<file path="config.mk">
export PLATFORM = sky130hd
export DESIGN_NAME = win_wdog
export DESIGN_NICKNAME = d
export VERILOG_FILES = /design/src/rtl/wdog_pkg.sv /design/src/rtl/wdog_tick_gen.sv /design/src/rtl/wdog_cfg.sv /design/src/rtl/wdog_core.sv /design/src/rtl/win_wdog.sv
export SDC_FILE = /design/constraint.sdc
export NUM_CORES = 1
export LEC_CHECK = 0
export BUFFER_PORTS_ARGS = -buffer_cell sky130_fd_sc_hd__buf_4
export CORE_UTILIZATION = 40
export CTS_CLUSTER_DIAMETER = 30
export DETAILED_ROUTE_END_ITERATION = 10
export SLEW_MARGIN = 20
export SYNTH_ARGS = -nofsm -noshare
export SYNTH_HDL_FRONTEND = slang
export SYNTH_SLANG_ARGS = --single-unit
export TNS_END_PERCENT = 100
</file>
<file path="constraint.sdc">
create_clock -name clk_i -period 4.3 [get_ports clk_i]
set_clock_uncertainty 0.2 [all_clocks]
set_input_delay 0.215 -clock clk_i [delete_from_list [all_inputs] [get_ports clk_i]]
set_output_delay 0.215 -clock clk_i [all_outputs]
set_load 0.02 [all_outputs]
</file>
<file path="src/rtl/wdog_pkg.sv">
package wdog_pkg;
  localparam int CNT_W = 7;
  localparam int DATA_W = 16;
  localparam logic [CNT_W-1:0] CNT_INIT = 7'h7F;
  localparam logic [CNT_W-1:0] CNT_FLOOR = 7'h40;
  localparam logic [CNT_W-1:0] CNT_WARN = 7'h41;
  localparam int CTRL_EN_BIT = 7;
  localparam int CFG_EXP_LSB = 7;
  localparam int CFG_IE_BIT = 10;
  localparam int STAT_CLR_BIT = 0;

  typedef enum logic [1:0] {
    SEL_CTRL = 2'd0,
    SEL_CFG  = 2'd1,
    SEL_STAT = 2'd2
  } wsel_e;
endpackage

</file>
<file path="src/rtl/wdog_tick_gen.sv">
module wdog_tick_gen #(
  parameter int FIX_DIV_W = 12,
  parameter int EXP_W = 2
) (
  input  logic             clk_i,
  input  logic             rst_ni,
  input  logic [EXP_W-1:0] exp_i,
  output logic             tick_o
);
  localparam int PRE_W = (1 << EXP_W) - 1;

  logic [FIX_DIV_W-1:0] fix_q;
  logic [PRE_W-1:0] pre_q;
  logic [PRE_W-1:0] sel_mask;
  logic fix_wrap;

  assign fix_wrap = &fix_q;

  // mask bit i is set when the selected exponent exceeds i
  for (genvar i = 0; i < PRE_W; i++) begin : g_mask
    assign sel_mask[i] = (int'(exp_i) > i);
  end

  always_ff @(posedge clk_i or negedge rst_ni) begin
    if (!rst_ni) begin
      fix_q <= '0;
      pre_q <= '0;
    end else begin
      fix_q <= fix_q + 1'b1;
      if (fix_wrap) pre_q <= pre_q + 1'b1;
    end
  end

  assign tick_o = fix_wrap && ((pre_q & sel_mask) == sel_mask);

  AST_TICK_ISOLATED: assert property (@(posedge clk_i) disable iff (!rst_ni)
    tick_o |=> !tick_o);
endmodule

</file>
<file path="src/rtl/wdog_cfg.sv">
module wdog_cfg
  import wdog_pkg::*;
#(
  parameter int EXP_W = 2
) (
  input  logic              clk_i,
  input  logic              rst_ni,
  input  logic              clr_i,
  input  logic              wr_en_i,
  input  logic [1:0]        wr_sel_i,
  input  logic [DATA_W-1:0] wr_data_i,
  input  logic              flag_set_i,
  output logic [CNT_W-1:0]  win_o,
  output logic [EXP_W-1:0]  exp_o,
  output logic              irq_o
);
  logic cfg_wr, stat_clr;
  logic ie_q, flag_q;
  logic [CNT_W-1:0] win_q;
  logic [EXP_W-1:0] exp_q;

  assign cfg_wr = wr_en_i && (wr_sel_i == SEL_CFG);
  assign stat_clr = wr_en_i && (wr_sel_i == SEL_STAT) && wr_data_i[STAT_CLR_BIT];

  always_ff @(posedge clk_i or negedge rst_ni) begin
    if (!rst_ni) begin
      win_q <= CNT_INIT;
      exp_q <= '0;
      ie_q <= 1'b0;
    end else if (clr_i) begin
      win_q <= CNT_INIT;
      exp_q <= '0;
      ie_q <= 1'b0;
    end else if (cfg_wr) begin
      win_q <= wr_data_i[CNT_W-1:0];
      exp_q <= wr_data_i[CFG_EXP_LSB +: EXP_W];
      ie_q <= wr_data_i[CFG_IE_BIT];
    end
  end

  // set wins over a same-cycle clear
  always_ff @(posedge clk_i or negedge rst_ni) begin
    if (!rst_ni) flag_q <= 1'b0;
    else if (clr_i) flag_q <= 1'b0;
    else if (flag_set_i) flag_q <= 1'b1;
    else if (stat_clr) flag_q <= 1'b0;
  end

  assign win_o = win_q;
  assign exp_o = exp_q;
  assign irq_o = flag_q && ie_q;

  AST_FLAG_HOLD: assert property (@(posedge clk_i) disable iff (!rst_ni)
    flag_q && !clr_i && !stat_clr |=> flag_q);
  AST_FLAG_CLEARED: assert property (@(posedge clk_i) disable iff (!rst_ni)
    stat_clr && !flag_set_i |=> !irq_o);
endmodule

</file>
<file path="src/rtl/wdog_core.sv">
module wdog_core
  import wdog_pkg::*;
(
  input  logic              clk_i,
  input  logic              rst_ni,
  input  logic              tick_i,
  input  logic              wr_en_i,
  input  logic [1:0]        wr_sel_i,
  input  logic [DATA_W-1:0] wr_data_i,
  input  logic [CNT_W-1:0]  win_i,
  output logic [CNT_W-1:0]  cnt_o,
  output logic              rst_req_o,
  output logic              flag_set_o,
  output logic              wdt_rst_o
);
  logic en_q, rst_q;
  logic [CNT_W-1:0] cnt_q, wr_cnt;
  logic ctrl_wr, early_hit, low_hit, expire_hit, step;

  always_comb begin
    ctrl_wr = wr_en_i && (wr_sel_i == SEL_CTRL);
    wr_cnt = wr_data_i[CNT_W-1:0];
    early_hit = ctrl_wr && en_q && (cnt_q > win_i);
    low_hit = ctrl_wr && (en_q || wr_data_i[CTRL_EN_BIT]) && !wr_cnt[CNT_W-1];
    // a refresh takes priority over a coincident tick
    step = en_q && tick_i && !ctrl_wr;
    expire_hit = step && (cnt_q == CNT_FLOOR);
    rst_req_o = early_hit || low_hit || expire_hit;
    flag_set_o = step && (cnt_q == CNT_WARN);
  end

  always_ff @(posedge clk_i or negedge rst_ni) begin
    if (!rst_ni) begin
      en_q <= 1'b0;
      cnt_q <= CNT_INIT;
      rst_q <= 1'b0;
    end else begin
      rst_q <= rst_req_o;
      if (rst_req_o) begin
        en_q <= 1'b0;
        cnt_q <= CNT_INIT;
      end else if (ctrl_wr) begin
        en_q <= en_q || wr_data_i[CTRL_EN_BIT];
        cnt_q <= wr_cnt;
      end else if (step) begin
        cnt_q <= cnt_q - 1'b1;
      end
    end
  end

  assign cnt_o = cnt_q;
  assign wdt_rst_o = rst_q;

  AST_STEP_DOWN: assert property (@(posedge clk_i) disable iff (!rst_ni)
    step && !rst_req_o |=> cnt_q == $past(cnt_q) - 7'd1);
  AST_FROZEN_IDLE: assert property (@(posedge clk_i) disable iff (!rst_ni)
    !en_q && !ctrl_wr |=> $stable(cnt_q));
  AST_EN_STICKY: assert property (@(posedge clk_i) disable iff (!rst_ni)
    en_q |=> en_q || rst_q);
  AST_ARMED_RANGE: assert property (@(posedge clk_i) disable iff (!rst_ni)
    en_q |-> cnt_q[CNT_W-1]);
  AST_PULSE_ONE: assert property (@(posedge clk_i) disable iff (!rst_ni)
    rst_q |=> !rst_q);
  AST_PULSE_DEFAULTS: assert property (@(posedge clk_i) disable iff (!rst_ni)
    rst_q |-> !en_q && cnt_q == CNT_INIT);
endmodule

</file>
<file path="src/rtl/win_wdog.sv">
module win_wdog
  import wdog_pkg::*;
#(
  parameter int FIX_DIV_W = 12,
  parameter bit EXT_PRESC = 1'b0
) (
  input  logic        clk_i,
  input  logic        rst_ni,
  input  logic        wr_en_i,
  input  logic [1:0]  wr_sel_i,
  input  logic [15:0] wr_data_i,
  output logic [6:0]  cnt_o,
  output logic        irq_o,
  output logic        wdt_rst_o
);
  localparam int EXP_W = EXT_PRESC ? 3 : 2;

  logic tick, rst_req, flag_set;
  logic [CNT_W-1:0] win;
  logic [EXP_W-1:0] exp_sel;

  wdog_tick_gen #(.FIX_DIV_W(FIX_DIV_W), .EXP_W(EXP_W)) u_tick (
    .clk_i(clk_i), .rst_ni(rst_ni), .exp_i(exp_sel), .tick_o(tick)
  );

  wdog_cfg #(.EXP_W(EXP_W)) u_cfg (
    .clk_i(clk_i), .rst_ni(rst_ni), .clr_i(rst_req),
    .wr_en_i(wr_en_i), .wr_sel_i(wr_sel_i), .wr_data_i(wr_data_i),
    .flag_set_i(flag_set), .win_o(win), .exp_o(exp_sel), .irq_o(irq_o)
  );

  wdog_core u_core (
    .clk_i(clk_i), .rst_ni(rst_ni), .tick_i(tick),
    .wr_en_i(wr_en_i), .wr_sel_i(wr_sel_i), .wr_data_i(wr_data_i),
    .win_i(win), .cnt_o(cnt_o), .rst_req_o(rst_req),
    .flag_set_o(flag_set), .wdt_rst_o(wdt_rst_o)
  );

  AST_IRQ_QUIET_ON_RST: assert property (@(posedge clk_i) disable iff (!rst_ni)
    wdt_rst_o |-> !irq_o);
endmodule

</file>
==> flow_summary.yaml <==
global_route:
  grt_pass1_vias: 1568
  overflow: 0
  grtUsageTotal_pct: 18.0
  grt_first_pass_wirelength_um: 7060
  antenna_found_initial: 0
  grt_max_degree: 36
clock_tree:
  cts-root-buf: "clkbuf_8"
  cts_buffers: 5
  clk_pin_slew_ns: 0.07
  clk_latency_ns: 0.28
  htree_num_levels: 2
  cts.sinks: 35
  cts_setup_buffers: 0
  cts_resized: 0
  tritoncts: "built"
  cts_buffer_depth: 2
worst_setup_path:
  cp_slowest_cell: "dfstp_2"
  crit_chain: "inv_1 > ha_1 > nor2b_1 > o21a_1 > o2111ai_1 > o311a_1 > a21boi_4 > inv_2 > a21oi_1"
  arrival_ns: 2.53
  cp_top_family: "compound AO/OA/AOI/OAI gates"
  cpPeakStageDelay_ns: 0.52
  crit_buf_inv: 2
  cp_max_fo: 13
  crit_path_end_kind: "flip-flop"
  cp-start-kind: "flip-flop"
  crit_type: "flip-flop to flip-flop"
  critPathRequiredTime_ns: 4.30
logic_synthesis:
  ys_seq_area_share_pct: 48.0
  avgSynthCellArea_sq_um: 10.1
  synthCells: 184
  synthTopCellsByArea: "dfrtp_1 (28%), dfstp_2 (20%), ha_1 (7.4%)"
  synthArstFlopShare_pct: 100
  ys_seq_elements: 35
  syn-cell-area_sq_um: 1860
  ys_types: 45
  synth_fp_nets: 216
  yosys_most_used_dff: "dfrtp_1"
  synth-warning-count: 0
  yosys.area.top_type: "dfrtp_1"
  synth_edf_count: 0
  synth_top_cell_area_share_pct: 28.2
floorplanning:
  start_util_pct: 42.2
  die_h_um: 70.2
  io_pins: 30
  core_sq_um: 4410
  rows: 24
  die_w_um: 70.2
  die-area_sq_um: 4930
detailed_routing:
  firstDrtPassIters: 4
  vias: 1440
  antenna_left: 0
  drc: 0
  detail_route.iter0.violations: 57
  routed_wl_um: 3940
  routedWlPerCell_um: 14.4
  vias_per_cell: 5.26
finish:
  diodes: 0
  fill_cells: 396
  area_growth_pct: 22.4
  drive_above_1_share_pct: 24.8
  mostFrequentLayoutCells: "nand2_1 (27), buf_4 (23), dfrtp_1 (21)"
  stdcell_count: 274
  final_cell_area_sq_um: 2280
  final_common_cell: "nand2_1"
  fin_nets: 253
timing:
  max_slew.worst_pin.slew_ns: 0.597
  max_freq_mhz: 396
  finalHoldViolCount: 0
  rsz0062_at_grt: "no"
  fin_crit_sh_pct: 58.7
  min_period_ns: 2.53
  relSlewSlack_pct: 60.2
  final_max_slew_viol_count: 0
  setup_tns_ns: 0
  finalSetupViolCount: 0
power:
  power.leakage_uw: 0.00102
  worst_ir_drop_vdd_mv: 0.183
  power_density_nw_per_um2: 407
status:
  status: "finished, final reports clean"
place:
  io_buffers: 23
  hpwl_um: 2800
  dpl_cell_area_sq_um: 2070
  placed_cells: 255
  gp_congestion: 0.827
worst_hold_path:
  min_path_type: "input pin to flip-flop"
flow_run:
  drv_cap: 0
[per-stage QoR]
stage	hold slack (ns)	setup slack (ns)	utilization (%)	total power, uW
finish	0.0965	1.77	51.7	929
global route	0.112	1.65	51.7	993
CTS	0.0826	1.76	51.7	944
detailed placement	-0.00746	1.79	46.9	674
global placement	-0.0165	1.82	46.9	664
floorplan	-0.281	2.09	-	593
[cell type report]
| type | count | area (sq um) | share of cell area (%) |
|---|---|---|---|
| multi-input cells | 133 | 895 | 39.2 |
| flip-flops and latches | 35 | 893 | 39.2 |
| repair buffers | 34 | 283 | 12.4 |
| clock buffers | 8 | 100 | 4.39 |
| well taps | 52 | 65.1 | 2.85 |
| inverters | 12 | 45.0 | 1.97 |
[worst reg2reg max path, stage by stage (launching register included)]
cell	delay, ns
dfstp_2	0.52
inv_1	0.05
ha_1	0.28
nor2b_1	0.13
o21a_1	0.16
o2111ai_1	0.17
o311a_1	0.23
a21boi_4	0.44
inv_2	0.13
a21oi_1	0.15
[cell families after synthesis]
logic type      after synthesis  share of synthesized area, %
compound gates               37                          15.0
xor+xnor                     12                          5.64
fa+ha+maj                    11                          7.39
buf+inv                      16                          4.03
flops                        35                          48.0
mux                           1                         0.604
simple gates                 72                          19.4
[worst paths after layout]
path / startpoint / endpoint / slack (ns) / depth (start not counted)
max in group asynchronous: rst_ni / u_cfg.win_o[0]$_DFFE_PN1P_ / 3.33 / 2
worst min-delay path: wr_sel_i[1] / u_core.cnt_o[2]$_DFFE_PN1P_ / 0.1 / 4
worst min register to register: u_tick.fix_q[0]$_DFF_PN0_ / u_tick.fix_q[0]$_DFF_PN0_ / 0.26 / 1
min in group asynchronous: rst_ni / u_tick.fix_q[4]$_DFF_PN0_ / 0.23 / 2
worst max register to register: u_cfg.win_o[1]$_DFFE_PN1P_ / u_cfg.ie_q$_DFFE_PN0P_ / 1.77 / 9
worst max-delay path: u_cfg.win_o[1]$_DFFE_PN1P_ / u_cfg.ie_q$_DFFE_PN0P_ / 1.77 / 9
[layer usage]
| layer | track usage [%] | part of all wire, % | vias to the layer above |
|---|---|---|---|
| met1 | 21.6 | 47 | 689 |
| met3 | 4.91 | 2.8 | 7 |
| met2 | 31.4 | 49 | 21 |
| met4 | 5.11 | 1.1 | 0 |
| met5 | 0 | 0 | - |
| li1 | - | - | 723 |
[repair_timing]
item / 4_1_cts / 5_1_grt
hold buffers: 11 / 0
setup endpoints to repair: 0 / 0
hold endpoints to repair: 40 / 0
[registers in the layout, summed over array words and instances, names as in the netlist]
signal and cells:
u_core.en_q 1, u_core.wdt_rst_o 1, u_core.cnt_o 7, u_tick.fix_q 12, u_cfg.flag_q 1, u_tick.pre_q 3, u_cfg.exp_o 2, u_cfg.win_o 7
u_cfg.ie_q 1
[where the power goes]
group	leakage, uW	total [uW]	switching, uW	internal [uW]
combinational	0.000546	235	126	109
sequential	0.000421	440	39.6	400
clock	0.0000515	254	108	146
[cells in the mapped netlist, types with 3 or more instances]
| cell | count |
|---|---|
| o211ai_1 | 6 |
| dfstp_2 | 14 |
| o21ai_0 | 3 |
| nand4_1 | 4 |
| ha_1 | 11 |
| dfrtp_1 | 21 |
| inv_1 | 11 |
| xor2_1 | 4 |
| nand3_1 | 11 |
| o21ai_1 | 3 |
| nand2_1 | 27 |
| a21oi_1 | 7 |
| nor2_1 | 13 |
| xnor2_1 | 8 |
(Power assumes the default switching activity.)
